File: config.mk
export PLATFORM = sky130hd
export DESIGN_NAME = pairx_perm_net
export DESIGN_NICKNAME = d
export VERILOG_FILES = /design/src/rtl/pairx_pkg.sv /design/src/rtl/pairx_decode.sv /design/src/rtl/pairx_stage.sv /design/src/rtl/pairx_perm_net.sv
export SDC_FILE = /design/constraint.sdc
export NUM_CORES = 1
export LEC_CHECK = 0
export ABC_CLOCK_PERIOD_IN_PS = 4550
export CAP_MARGIN = 20
export CORE_UTILIZATION = 57
export CTS_CLUSTER_DIAMETER = 150
export DETAILED_ROUTE_END_ITERATION = 8
export PLACE_DENSITY = 0.79
export SYNTH_ARGS = -nofsm -noshare
export SYNTH_HDL_FRONTEND = slang
export SYNTH_SLANG_ARGS = --single-unit
File: constraint.sdc
create_clock -name clk -period 4.55 [get_ports clk]
set_clock_uncertainty 0.05 [all_clocks]
set_input_delay 0.91 -clock clk [delete_from_list [all_inputs] [get_ports clk]]
set_output_delay 0.91 -clock clk [all_outputs]
set_load 0.03 [all_outputs]
File: src/rtl/pairx_pkg.sv
package pairx_pkg;

  // Lane that the anchor is exchanged with for a given code; the anchor
  // itself means no exchange (code 0 or code past the last lane).
  function automatic int unsigned partner_of(input int unsigned anchor,
                                             input int unsigned code,
                                             input int unsigned lanes);
    if (code != 0 && anchor + code < lanes) return anchor + code;
    return anchor;
  endfunction

endpackage

File: src/rtl/pairx_decode.sv
module pairx_decode #(
  parameter int LANES  = 8,
  parameter int SELW   = 3,
  parameter int ANCHOR = 0
) (
  input  logic [SELW-1:0]  code,
  output logic [LANES-1:0] hit_mask
);
  import pairx_pkg::*;

  always_comb begin
    int unsigned p;
    hit_mask = '0;
    p = partner_of(ANCHOR, int'(code), LANES);
    if (p != ANCHOR) hit_mask[p] = 1'b1;
  end

endmodule

File: src/rtl/pairx_stage.sv
module pairx_stage #(
  parameter int LANES  = 8,
  parameter int WIDTH  = 8,
  parameter int SELW   = 3,
  parameter int SELALL = 21,
  parameter int ANCHOR = 0
) (
  input  logic                   clk,
  input  logic                   rst,
  input  logic                   v_in,
  input  logic [LANES*WIDTH-1:0] lanes_in,
  input  logic [SELALL-1:0]      sel_in,
  output logic                   v_q,
  output logic [LANES*WIDTH-1:0] lanes_q,
  output logic [SELALL-1:0]      sel_q
);

  localparam int BUSW = LANES * WIDTH;

  function automatic logic [WIDTH-1:0] fold(input logic [BUSW-1:0] bus);
    logic [WIDTH-1:0] acc;
    acc = '0;
    for (int l = 0; l < LANES; l++) acc ^= bus[l*WIDTH +: WIDTH];
    return acc;
  endfunction

  logic [SELW-1:0]  code_in;
  logic [LANES-1:0] hit_mask;
  logic             swap_en;
  logic [WIDTH-1:0] partner_val;
  logic [WIDTH-1:0] anchor_val;
  logic [BUSW-1:0]  lanes_nx;
  logic [WIDTH-1:0] fold_in, fold_q;

  assign code_in    = sel_in[SELW-1:0];
  assign swap_en    = |hit_mask;
  assign anchor_val = lanes_in[ANCHOR*WIDTH +: WIDTH];

  pairx_decode #(.LANES(LANES), .SELW(SELW), .ANCHOR(ANCHOR)) u_dec (
    .code     (code_in),
    .hit_mask (hit_mask)
  );

  always_comb begin
    partner_val = '0;
    for (int l = 0; l < LANES; l++)
      partner_val |= {WIDTH{hit_mask[l]}} & lanes_in[l*WIDTH +: WIDTH];
  end

  for (genvar l = 0; l < LANES; l++) begin : g_lane
    if (l == ANCHOR) begin : g_anchor
      assign lanes_nx[l*WIDTH +: WIDTH] = swap_en ? partner_val : anchor_val;
    end else begin : g_other
      assign lanes_nx[l*WIDTH +: WIDTH] =
        hit_mask[l] ? anchor_val : lanes_in[l*WIDTH +: WIDTH];
    end
  end

  always_ff @(posedge clk) begin
    if (rst) v_q <= 1'b0;
    else     v_q <= v_in;
    lanes_q <= lanes_nx;
    sel_q   <= sel_in >> SELW;
  end

  assign fold_in = fold(lanes_in);
  assign fold_q  = fold(lanes_q);

  // reset empties this stage
  a_r7_reset_clears: assert property (@(posedge clk) rst |=> !v_q);

  // the decoded exchange selects at most one partner
  a_r8_single_exchange: assert property (@(posedge clk) disable iff (rst)
    $onehot0(hit_mask));

  // the anchor is never exchanged with itself or a lower lane
  a_r3_upward_only: assert property (@(posedge clk) disable iff (rst)
    (hit_mask & LANES'((1 << (ANCHOR + 1)) - 1)) == '0);

  // a valid word leaves the stage with the same lane contents rearranged
  a_r8_lanes_conserved: assert property (@(posedge clk) disable iff (rst)
    v_q |-> fold_q == $past(fold_in));

  // code 0 gives the lanes back untouched
  a_r1_pass_through: assert property (@(posedge clk) disable iff (rst)
    (v_q && $past(code_in) == '0) |-> lanes_q == $past(lanes_in));

endmodule

File: src/rtl/pairx_perm_net.sv
module pairx_perm_net #(
  parameter int LANES = 8,
  parameter int WIDTH = 8
) (
  input  logic                                  clk,
  input  logic                                  rst,
  input  logic                                  in_valid,
  input  logic [LANES*WIDTH-1:0]                in_data,
  input  logic [(LANES-1)*$clog2(LANES)-1:0]    in_sel,
  output logic                                  out_valid,
  output logic [LANES*WIDTH-1:0]                out_data
);

  localparam int STAGES = LANES - 1;
  localparam int SELW   = $clog2(LANES);
  localparam int SELALL = STAGES * SELW;
  localparam int BUSW   = LANES * WIDTH;
  localparam int CW     = $clog2(STAGES + 1);

  logic              v_bus   [0:STAGES];
  logic [BUSW-1:0]   lane_bus[0:STAGES];
  logic [SELALL-1:0] sel_bus [0:STAGES];

  assign v_bus[0]    = in_valid;
  assign lane_bus[0] = in_data;
  assign sel_bus[0]  = in_sel;

  for (genvar s = 0; s < STAGES; s++) begin : g_stage
    pairx_stage #(
      .LANES(LANES), .WIDTH(WIDTH), .SELW(SELW),
      .SELALL(SELALL), .ANCHOR(s)
    ) u_stage (
      .clk      (clk),
      .rst      (rst),
      .v_in     (v_bus[s]),
      .lanes_in (lane_bus[s]),
      .sel_in   (sel_bus[s]),
      .v_q      (v_bus[s+1]),
      .lanes_q  (lane_bus[s+1]),
      .sel_q    (sel_bus[s+1])
    );
  end

  assign out_valid = v_bus[STAGES];
  assign out_data  = lane_bus[STAGES];

  // Cycles since reset, saturating at the pipeline depth (assertion aid).
  logic [CW-1:0] warm_q;
  always_ff @(posedge clk) begin
    if (rst)                       warm_q <= '0;
    else if (warm_q < CW'(STAGES)) warm_q <= warm_q + 1'b1;
  end

  // nothing can reach the output before the pipeline has filled
  a_r6_no_early_valid: assert property (@(posedge clk) disable iff (rst)
    (warm_q < CW'(STAGES)) |-> !out_valid);

endmodule

# Yosys cells after proc, flatten, opt, wreduce, memory -nomap -nowiden
# Index checks and enable logic that the tools add are counted.
# Widths: inputs -> output; s select.
dict set report totals {
  inputBits 88
  regBits 518
  mem_bits_rw 0
  latchBits 0
  mem_bits_ro 0
  memories 0
  wordCells 285
  out_inout_bits 65
}
dict set report op_classes {
  n_reduce_logical 29
  n_shift 0
  n_div 0
  addsub 6
  muxes 98
  n_lt_le_gt_ge 21
  eq_ne 6
  mul 0
  n_bitwise 105
}
# op count
set op_table {}
lappend op_table {{$mux 8} 63}
lappend op_table {{$and 8x8->8} 56}
lappend op_table {{$lt 32x4->1 const B} 13}
lappend op_table {{$or 8x8->8} 49}
lappend op_table {{$ge 32x1->1 const B} 7}
lappend op_table {{$ne 32x3->1 const B} 3}
lappend op_table {{$ne 32x2->1 const B} 2}
lappend op_table {{$reduce_or 8->1} 7}
lappend op_table {{$mux 4} 12}
lappend op_table {{$ne 32x1->1 const B} 1}
lappend op_table {{$reduce_bool 32->1} 1}
lappend op_table {{$demux 1 s3} 7}
lappend op_table {{$reduce_bool 3->1} 7}
lappend op_table {{$logic_and 1x1->1} 14}
lappend op_table {{$mux 1} 14}
lappend op_table {{$add 3x3->4 const A} 3}
lappend op_table {{$add 2x3->4 const A} 2}
lappend op_table {{$mux 3} 2}
lappend op_table {{$add 1x3->4 const A} 1}
lappend op_table {{$lt 3x4->1 const B} 1}

# Longest topological paths before layout
# Gate-level depths: netlist of run 1.
dict set report logic_depth {
  ltp_word 19
  ltp_mapped 10
  ltp_nobuf 8
}

# By module
# From an unflattened synthesis of run 1, not the netlist that was laid out.
dict set report hier_totals {
  cells_unflattened 1582
  area_unflattened_um2 20942.6
}
# module area_each_um2 cells_per_inst n_inst
set by_module_without_submodules {}
lappend by_module_without_submodules {{pairx_stage at g_stage[0].u_stage ...} 2880.3 210 4}
lappend by_module_without_submodules {{pairx_stage at g_stage[1].u_stage ...} 2881.5 210 3}
lappend by_module_without_submodules {{pairx_decode at g_stage[1].u_stage.u_dec} 163.9 24 1}
lappend by_module_without_submodules {{pairx_decode at g_stage[3].u_stage.u_dec} 125.1 19 1}
lappend by_module_without_submodules {{pairx_decode at g_stage[2].u_stage.u_dec} 122.6 17 1}
lappend by_module_without_submodules {{pairx_decode at g_stage[6].u_stage.u_dec} 115.1 16 1}
lappend by_module_without_submodules {{pairx_decode at g_stage[5].u_stage.u_dec} 112.6 18 1}
lappend by_module_without_submodules {{pairx_decode at g_stage[0].u_stage.u_dec} 71.3 9 1}
lappend by_module_without_submodules {{pairx_decode at g_stage[4].u_stage.u_dec} 66.3 9 1}

# Worst setup path before layout of run 1
# Ideal clock, no wire load.
dict set report synth_timing {
  kind {register to register}
  from {register g_stage[0].u_stage.sel_q[0]}
  to {register g_stage[1].u_stage.lanes_q[14]}
  stages_incl_launch_ff 10
  setup_time_ns 0.122
  arrival_time_ns 2.276
  setup_slack_ns 2.103
  period_less_slack_ns 2.447
  path_buffers 3
  t_required_ns 4.378
  path_cell_list {dfxtp_1 buf_2 inv_1 ha_1 clkbuf_1 buf_2 mux2_2 a22oi_1 nand2_1 a221o_1}
}
dict set report synth_via {
  elab_chain_cells 19
  word_cells_on_any_way 31
  cone_classes {add/sub: 1; order compare: 3; eq/ne: 1; mux: 7; bitwise: 15; reduce/logical: 4}
}
# item line_no
set synth_rtl {}
lappend synth_rtl {{from (decl)} pairx_stage.sv:15} ;# output logic [SELALL-1:0] sel_q
lappend synth_rtl {{from (signal assigned)} pairx_stage.sv:63} ;# sel_q <= sel_in >> SELW;
lappend synth_rtl {{$add 1x3->4} pairx_pkg.sv:8} ;# if (code != 0 && anchor + code < lanes) return anchor + code;
lappend synth_rtl {{$lt 32x4->1} pairx_pkg.sv:8}
lappend synth_rtl {{$logic_and 1x1->1} pairx_pkg.sv:8}
lappend synth_rtl {{$mux 4 or $mux 1 (tied branches)} pairx_pkg.sv:8}
lappend synth_rtl {{$mux 4 (*)} pairx_pkg.sv:9} ;# return anchor;
lappend synth_rtl {{$ge 32x1->1 (implied by the code) or $lt 32x4->1 (tied branches)} pairx_decode.sv:15} ;# if (p != ANCHOR) hit_mask[p] = 1'b1;
lappend synth_rtl {{$logic_and 1x1->1 (implied by the code)} pairx_decode.sv:15}
lappend synth_rtl {{$mux 1 (implied by the code)} pairx_decode.sv:15}
lappend synth_rtl {{$demux 1 s3} pairx_decode.sv:15}
lappend synth_rtl {{$mux 8 (*)} pairx_decode.sv:15}
lappend synth_rtl {{$and 8x8->8} pairx_stage.sv:47} ;# partner_val |= {WIDTH{hit_mask[l]}} & lanes_in[l*WIDTH +: WIDTH];
lappend synth_rtl {{$or 8x8->8 (7 in a row)} pairx_stage.sv:47}
lappend synth_rtl {{$mux 8 (*)} pairx_stage.sv:52} ;# assign lanes_nx[l*WIDTH +: WIDTH] = swap_en ? partner_val : anchor_val;
lappend synth_rtl {{net g_stage[1].u_stage.lanes_nx[14]} pairx_stage.sv:32} ;# logic [BUSW-1:0] lanes_nx;
lappend synth_rtl {{to (signal assigned)} pairx_stage.sv:62} ;# lanes_q <= lanes_nx;
lappend synth_rtl {{to (decl)} pairx_stage.sv:14} ;# output logic [LANES*WIDTH-1:0] lanes_q,
# The timed path passes the listed nets; every way through them passes the cells marked *.
# A chain may end at the register's enable or synchronous reset.

# Worst setup path in the final report of run 1
dict set report layout_timing {
  from {register g_stage[0].u_stage.sel_q[0]}
  to {register g_stage[1].u_stage.lanes_q[42]}
}
dict set report layout_via {
  elab_chain_cells 11
  word_cells_on_any_way 15
  cone_classes {add/sub: 1; order compare: 3; eq/ne: 1; mux: 7; reduce/logical: 3}
}
# item line_no
set layout_rtl {}
lappend layout_rtl {{$add 1x3->4} pairx_pkg.sv:8}
lappend layout_rtl {{$lt 32x4->1} pairx_pkg.sv:8}
lappend layout_rtl {{$logic_and 1x1->1} pairx_pkg.sv:8}
lappend layout_rtl {{$mux 4 or $mux 1 (tied branches)} pairx_pkg.sv:8}
lappend layout_rtl {{$mux 4 (*)} pairx_pkg.sv:9}
lappend layout_rtl {{$ge 32x1->1 (implied by the code) or $lt 32x4->1 (tied branches)} pairx_decode.sv:15}
lappend layout_rtl {{$logic_and 1x1->1 (implied by the code)} pairx_decode.sv:15}
lappend layout_rtl {{$mux 1 (implied by the code)} pairx_decode.sv:15}
lappend layout_rtl {{$demux 1 s3} pairx_decode.sv:15}
lappend layout_rtl {{$mux 8 (*)} pairx_decode.sv:15}
lappend layout_rtl {{$mux 8 (*)} pairx_stage.sv:55} ;# hit_mask[l] ? anchor_val : lanes_in[l*WIDTH +: WIDTH];
lappend layout_rtl {{net g_stage[1].u_stage.lanes_nx[42]} pairx_stage.sv:32}
# Marks and branches as above.

==> results of run 1 <==
==> sequential cells by signal (all words and copies together), names as in the netlist <==
signal / count
g_stage.u_stage.lanes_q: 448
g_stage.u_stage.v_q: 7
g_stage.u_stage.sel_q: 63
==> power by group through the flow <==
stage | logic (mW) | clock network, mW | registers, mW
CTS | 1.59 | 4.20 | 5.64
floorplan | 0.849 | 0 | 5.79
global route | 1.70 | 4.42 | 5.71
finish | 1.60 | 4.16 | 5.65
detailed placement | 1.57 | 0 | 5.73
global placement | 1.54 | 0 | 5.71
==> layer usage <==
layer | routed length, µm | share of wire, % | vias to the layer above
li1 | - | - | 6063
met1 | 19400 | 43 | 6276
met2 | 21900 | 48 | 575
met3 | 2951 | 6.5 | 104
met4 | 1167 | 2.6 | 0
met5 | 0 | 0 | -
==> placed cells by master, fill, tap and decap left out, types with 7 or more instances in the layout <==
cell type and count:
a21o_1 9, a21oi_1 32, a221oi_1 14, a222oi_1 24, a22o_1 10, a22oi_1 37
a31oi_1 31, and3_1 10, buf_4 14, clkbuf_1 7, clkbuf_16 48, clkbuf_8 12
clkdlybuf4s50_1 152, clkinv_2 7, dfxtp_1 518, ha_1 10, inv_1 14, mux2_2 307
mux2i_1 22, nand2_1 292, nand2b_1 9, nand3_1 21, nor2_1 50, nor2b_1 34
o21a_1 8, o21ai_0 25, o22a_1 8
==> final timing paths <==
kind,to,slack (ns),depth (start not counted),start
worst min-delay path,g_stage[3].u_stage.sel_q[0],0.27,0,g_stage[2].u_stage.sel_q[3]
worst max register to register,g_stage[1].u_stage.lanes_q[42],1.39,7,g_stage[0].u_stage.sel_q[0]
worst min register to register,g_stage[3].u_stage.sel_q[0],0.27,0,g_stage[2].u_stage.sel_q[3]
worst max-delay path,g_stage[1].u_stage.lanes_q[42],1.39,7,g_stage[0].u_stage.sel_q[0]
==> cells by family (layout without fill, tap and decap cells) <==
logic type / Yosys count / after routing / share of synthesized area (%)
flops: 518 / 518 / 56.02
simple gates: 449 / 449 / 10.74
mux: 335 / 335 / 20.59
compound gates: 231 / 231 / 9.118
buf+inv: 126 / 271 / 2.852
fa+ha+maj: 10 / 10 / 0.6759
==> metrics by stage <==
stage	area, µm²	setup WS [ns]	total power, mW	hold WS, ns	util, %
after floorplan	18510	2.103	6.634	0.2596	-
after global placement	20150	1.324	7.248	0.2595	63.52
after detailed placement	20150	1.266	7.295	0.2621	63.52
after CTS	21830	1.431	11.42	0.2761	68.81
after global routing	21870	1.225	11.84	0.2818	68.94
final	21870	1.385	11.41	0.2713	68.94
==> area by class of cell <==
type	instances	area, µm²	share of cell area, %
repair buffers	167	1638	7.490
clock inverters	21	285.3	1.305
multi-input cells	1025	7619	34.84
well taps	402	503.0	2.300
inverters	16	60.06	0.2746
clock buffers	67	1393	6.368
flip-flops and latches	518	10370	47.42
==> worst max-delay path: stages (launching register included) <==
cell	delay, ns
dfxtp_1	0.60
inv_1	0.25
ha_1	0.29
or3b_4	0.42
a21oi_4	0.12
buf_4	0.22
nor2b_1	0.67
mux2_2	0.42
==> results.md, run 1 <==
* Die W at 182.2 µm
* Least-Margin Pin Slew at 1.135 ns
* Seq cells post-synth at 518
* Worst EP arrival at 3.54 ns
* Unrepaired setup endpoints after global routing: false
* Max Freq at 316.0 MHz
* Switch share at 25.65%
* Crit path required time at 4.93 ns
* Status: finished clean
* Most instantiated cells after synthesis: 518 x dfxtp_1, 307 x mux2_2, 292 x nand2_1
* GP Congestion at 0.9209
* Part of the cycle the worst path needs at 69.56%
* HP Class: flop to flop
* Postcts setup bufs at 0
* Antenna fix cells at 0
* Async S/R FF share, synth at 0%
* Worst setup SP type: flop
* Setup TNS at 0 ns
* CTS tree: yes
* Initial DRC Count at 980
* P_int at 8.483 mW
* Io pins at 153
* Seq/Total Area, Yosys at 56.02%
* Synth top area share at 56.02%
* Drt wl/cell at 20.49 µm
* Final max-slew violation count at 0
* Pleak at 8.909 nW
* First-pass detailed-route iteration total at 5
* CTS Sinks at 518
* Detail Route Antenna Nets at 0
* Final setup violation count at 0
* GRT met3 Usage at 4.171%
* Post-synth EDFFs at 0
* Vias in the first global route at 12950
* Post-synth top area cell: dfxtp_1
* Via count at 13020
* Die area at 33200 µm²
* CTS-repair resized insts at 0
* Initial Util at 58.36%
* Synthesized area per cell at 11.09 µm²
* Share of cells above drive strength 1 at 23.54%
* Main synth FF type: dfxtp_1
* DRC at 0
* Top Usage Layer GRT: met2
* CTS Root Cell: clkbuf_16
* DP HPWL at 33830 µm
* First-pass GRT wire length at 71330 µm
* H-tree depth at 2
* Count leader, synth: dfxtp_1
* Area Growth Syn to Fin at 18.13%
* Crit path max fanout at 12
* Switch Pwr at 2.926 mW
* Num rows at 65
* Seq pwr share at 49.6%
* # hold bufs at CTS at 0
* Core Box Area at 31720 µm²
* Max Cap Viol at 0
* Worst slew margin at 24.30%
* GRT met2 Usage at 46.61%
* Pwr Density at 521.8 nW/µm²
* Count of cell types in the netlist at 61
* Clock transition at path regs at 0.06 ns
* Clock network power share at 36.4%
* DR vias/cell at 5.875
* Layout net count at 1874
* Cell Count, Final, Fillers Out at 2216
* Final Hold Fails at 0
* IO buf count at 152
* Syn_nets at 1767
* Clk_lat worst skew at 0.55 ns
* Filler cell count in the final layout at 2273
* Combinational cell fraction of total power at 14.0%
* Worst setup EP type: flop
* All-Layer GR Usage at 27.39%
* Max Root-Sink Buffers at 3
* Total Routed Length at 45420 µm
* Post-layout min period at 3.165 ns
* Cells after synthesis at 1669
* GRT overflow at 0
* M1 GR Usage at 35.64%
* Pin count of the biggest net entering global routing at 31
* Num CTS Buffers at 48
* Setup CP Type: flop to flop
* Cell area after synthesis at 18510 µm²
* Synth warn at 0
* Inst Count DP at 2123
* Die Ht at 182.2 µm
* Maximum VDD drop at 0.3209 mV
* Initial antenna violation count at 0
* Main area contributors after synthesis: dfxtp_1 56%, mux2_2 19%, nand2_1 5.9%, a22oi_1 1.5%, clkbuf_1 1.5%
Power figures use the tool's default switching activity.
==> run 2, diff against run 1 <==
--- a/config.mk
+++ b/config.mk
@@ -5,12 +5,12 @@
 export SDC_FILE = /design/constraint.sdc
 export NUM_CORES = 1
 export LEC_CHECK = 0
-export ABC_CLOCK_PERIOD_IN_PS = 4550
+export ABC_CLOCK_PERIOD_IN_PS = 2700
 export CAP_MARGIN = 20
-export CORE_UTILIZATION = 57
+export CORE_UTILIZATION = 52
 export CTS_CLUSTER_DIAMETER = 150
 export DETAILED_ROUTE_END_ITERATION = 8
-export PLACE_DENSITY = 0.79
+export PLACE_DENSITY = 0.76
 export SYNTH_ARGS = -nofsm -noshare
 export SYNTH_HDL_FRONTEND = slang
 export SYNTH_SLANG_ARGS = --single-unit
==> constraint.sdc (replaced) <==
create_clock -name clk -period 2.7 [get_ports clk]
set_clock_uncertainty 0.05 [all_clocks]
set_input_delay 0.54 -clock clk [delete_from_list [all_inputs] [get_ports clk]]
set_output_delay 0.54 -clock clk [all_outputs]
set_load 0.03 [all_outputs]
==> results.md, run 2 (synthesized netlist as in run 1, its figures left out) <==
* First-pass GRT wire length at 71790 µm (+0.65%)
* Part of the cycle the worst path needs at 92.21% (+23 points)
* Clock transition at path regs at 0.06 ns (about the same)
* Clock network power share at 36.3% (about the same)
* Setup CP Type: flop to flop
* H-tree depth at 2 (unchanged)
* Worst setup EP type: flop
* Num CTS Buffers at 51 (+6.3%)
* CTS Root Cell: clkbuf_16
* Pin count of the biggest net entering global routing at 42 (+35%)
* Switch share at 25.99% (+0.34 points)
* DP HPWL at 34260 µm (+1.3%)
* CTS Sinks at 518 (unchanged)
* Layout net count at 1919 (+2.4%)
* All-Layer GR Usage at 25.33% (-2.1 points)
* GRT overflow at 0 (unchanged)
* Core Box Area at 34800 µm² (+9.7%)
* Seq pwr share at 49.4% (-0.2 points)
* Postcts setup bufs at 0 (unchanged)
* Crit path max fanout at 11 (-1)
* Via count at 13030 (+0.084%)
* Initial DRC Count at 963 (-1.7%)
* Max Cap Viol at 0 (unchanged)
* P_int at 14.25 mW (+68%)
* Drt wl/cell at 19.82 µm (-3.3%)
* Clk_lat worst skew at 0.57 ns (+0.02 ns)
* Least-Margin Pin Slew at 0.7202 ns (-0.4153 ns)
* Worst EP arrival at 2.89 ns (-0.65 ns)
* Io pins at 153 (unchanged)
* CTS-repair resized insts at 0 (unchanged)
* Num rows at 68 (+4.6%)
* Worst setup SP type: flop
* Combinational cell fraction of total power at 14.3% (+0.3 points)
* Unrepaired setup endpoints after global routing: false
* Final setup violation count at 0 (unchanged)
* Status: finished clean
* Max Root-Sink Buffers at 3 (unchanged)
* First-pass detailed-route iteration total at 5 (unchanged)
* Die W at 190.7 µm (+4.6%)
* DR vias/cell at 5.628 (-4.2%)
* Most frequent cells in the layout: 518 x dfxtp_1, 307 x mux2_2, 292 x nand2_1
* Die Ht at 190.7 µm (+4.6%)
* Total Routed Length at 45880 µm (+1.0%)
* Switch Pwr at 5.003 mW (+71%)
* HP Class: flop to flop
* DRC at 0 (unchanged)
* Setup TNS at 0 ns (unchanged)
* Top Registers: g_stage.u_stage.lanes_q: 448 flops, g_stage.u_stage.sel_q: 63 flops, g_stage.u_stage.v_q: 7 flops
* CTS tree: yes
* GP Congestion at 0.8870 (-3.7%)
* Pleak at 9.147 nW (+2.7%)
* Antenna fix cells at 0 (unchanged)
* # hold bufs at CTS at 0 (unchanged)
* Vias in the first global route at 13310 (+2.7%)
* Initial antenna violation count at 0 (unchanged)
* Share of cells above drive strength 1 at 25.59% (+2.1 points)
* Most common cell after layout, fill and taps aside: dfxtp_1
* Largest Register: g_stage.u_stage.lanes_q
* Max Freq at 401.7 MHz (+27%)
* Maximum VDD drop at 0.6640 mV (+110%)
* Worst slew margin at 51.99% (+28 points)
* Die area at 36360 µm² (+9.5%)
* Crit path required time at 3.10 ns (-1.83 ns)
* IO buf count at 152 (unchanged)
* Post-layout min period at 2.490 ns (-0.6753 ns)
* Final max-slew violation count at 0 (unchanged)
* Max reg flops at 448 (unchanged)
* Pwr Density at 864.1 nW/µm² (+66%)
* Area Growth Syn to Fin at 20.34%
* Total Power at 19.25 mW (+69%)
* Final Hold Fails at 0 (unchanged)
* Detail Route Antenna Nets at 0 (unchanged)
* Initial Util at 53.20% (-5.2 points)
==> run 2: cell count changes in the layout (fill, tap and decap cells not counted), sizes merged <==
cell and change:
inv +1, clkbuf -1, clkinv +7, buf +42, bufinv -3
==> run 2: worst paths after layout <==
check                                            startpoint                       endpoint  slack, ns  cells after the start
worst max register to register  g_stage[2].u_stage.sel_q[0]  g_stage[3].u_stage.lanes_q[5]       0.21                      7
worst min-delay path            g_stage[1].u_stage.sel_q[5]    g_stage[2].u_stage.sel_q[2]       0.27                      0
worst max-delay path            g_stage[2].u_stage.sel_q[0]  g_stage[3].u_stage.lanes_q[5]       0.21                      7
worst min register to register  g_stage[1].u_stage.sel_q[5]    g_stage[2].u_stage.sel_q[2]       0.27                      0
==> run 2: final cells by class <==
type | count | area, µm²
Inverter | 16 | 60.06
Clock buffer | 66 | 1454
Multi-Input combinational cell | 1025 | 7619
Timing Repair Buffer | 209 | 1962
Sequential cell | 518 | 10370
Clock inverter | 26 | 242.7
Fill cell | 2675 | 12520
Tap cell | 455 | 569.3
==> run 2: power by group through the flow <==
stage | Sequential [mW] | Combinational (mW) | Clock, mW
2_1_floorplan | 9.75 | 1.43 | 0
3_3_place_gp | 9.62 | 2.66 | 0
3_5_place_dp | 9.65 | 2.70 | 0
4_1_cts | 9.49 | 2.73 | 7.08
5_1_grt | 9.62 | 2.94 | 7.44
6_report | 9.51 | 2.75 | 6.99
==> run 2: per-layer routing <==
metal / track usage [%] / vias up / wire length [µm]
met5: 0 / - / 0
met4: 10.06 / 0 / 1527
met3: 3.773 / 110 / 2765
met2: 42.66 / 536 / 21610
met1: 32.54 / 6225 / 19980
li1: - / 6158 / -
==> run 2: metrics by stage <==
step / std cells / instance area (µm²) / hold WS [ns] / util, % / setup slack (ns)
floorplan: 1669 / 18510 / 0.2596 / - / 0.2527
global route: 2315 / 22280 / 0.2771 / 64.02 / 0.03548
finish: 2315 / 22280 / 0.2712 / 64.02 / 0.2104
CTS: 2314 / 22270 / 0.2724 / 63.99 / 0.1713
global placement: 2222 / 20570 / 0.2598 / 59.12 / 0.2687
detailed placement: 2222 / 20570 / 0.2621 / 59.12 / 0.1604
==> run 2: critical path, cell delays in order (launching register included) <==
cell and delay, ns:
dfxtp_1 0.43, inv_1 0.08, ha_1 0.20, ha_1 0.43, buf_4 0.23, nor3_1 0.30
buf_4 0.28, mux2_2 0.37
==> run 3, diff against run 2 <==
--- a/config.mk
+++ b/config.mk
@@ -10,7 +10,9 @@
 export CORE_UTILIZATION = 52
 export CTS_CLUSTER_DIAMETER = 150
 export DETAILED_ROUTE_END_ITERATION = 8
+export HOLD_SLACK_MARGIN = 0.03
 export PLACE_DENSITY = 0.76
+export SLEW_MARGIN = 0
 export SYNTH_ARGS = -nofsm -noshare
 export SYNTH_HDL_FRONTEND = slang
 export SYNTH_SLANG_ARGS = --single-unit
==> results of run 3 <==
No change in the layout: final DEF, timing and power equal those of run 2.
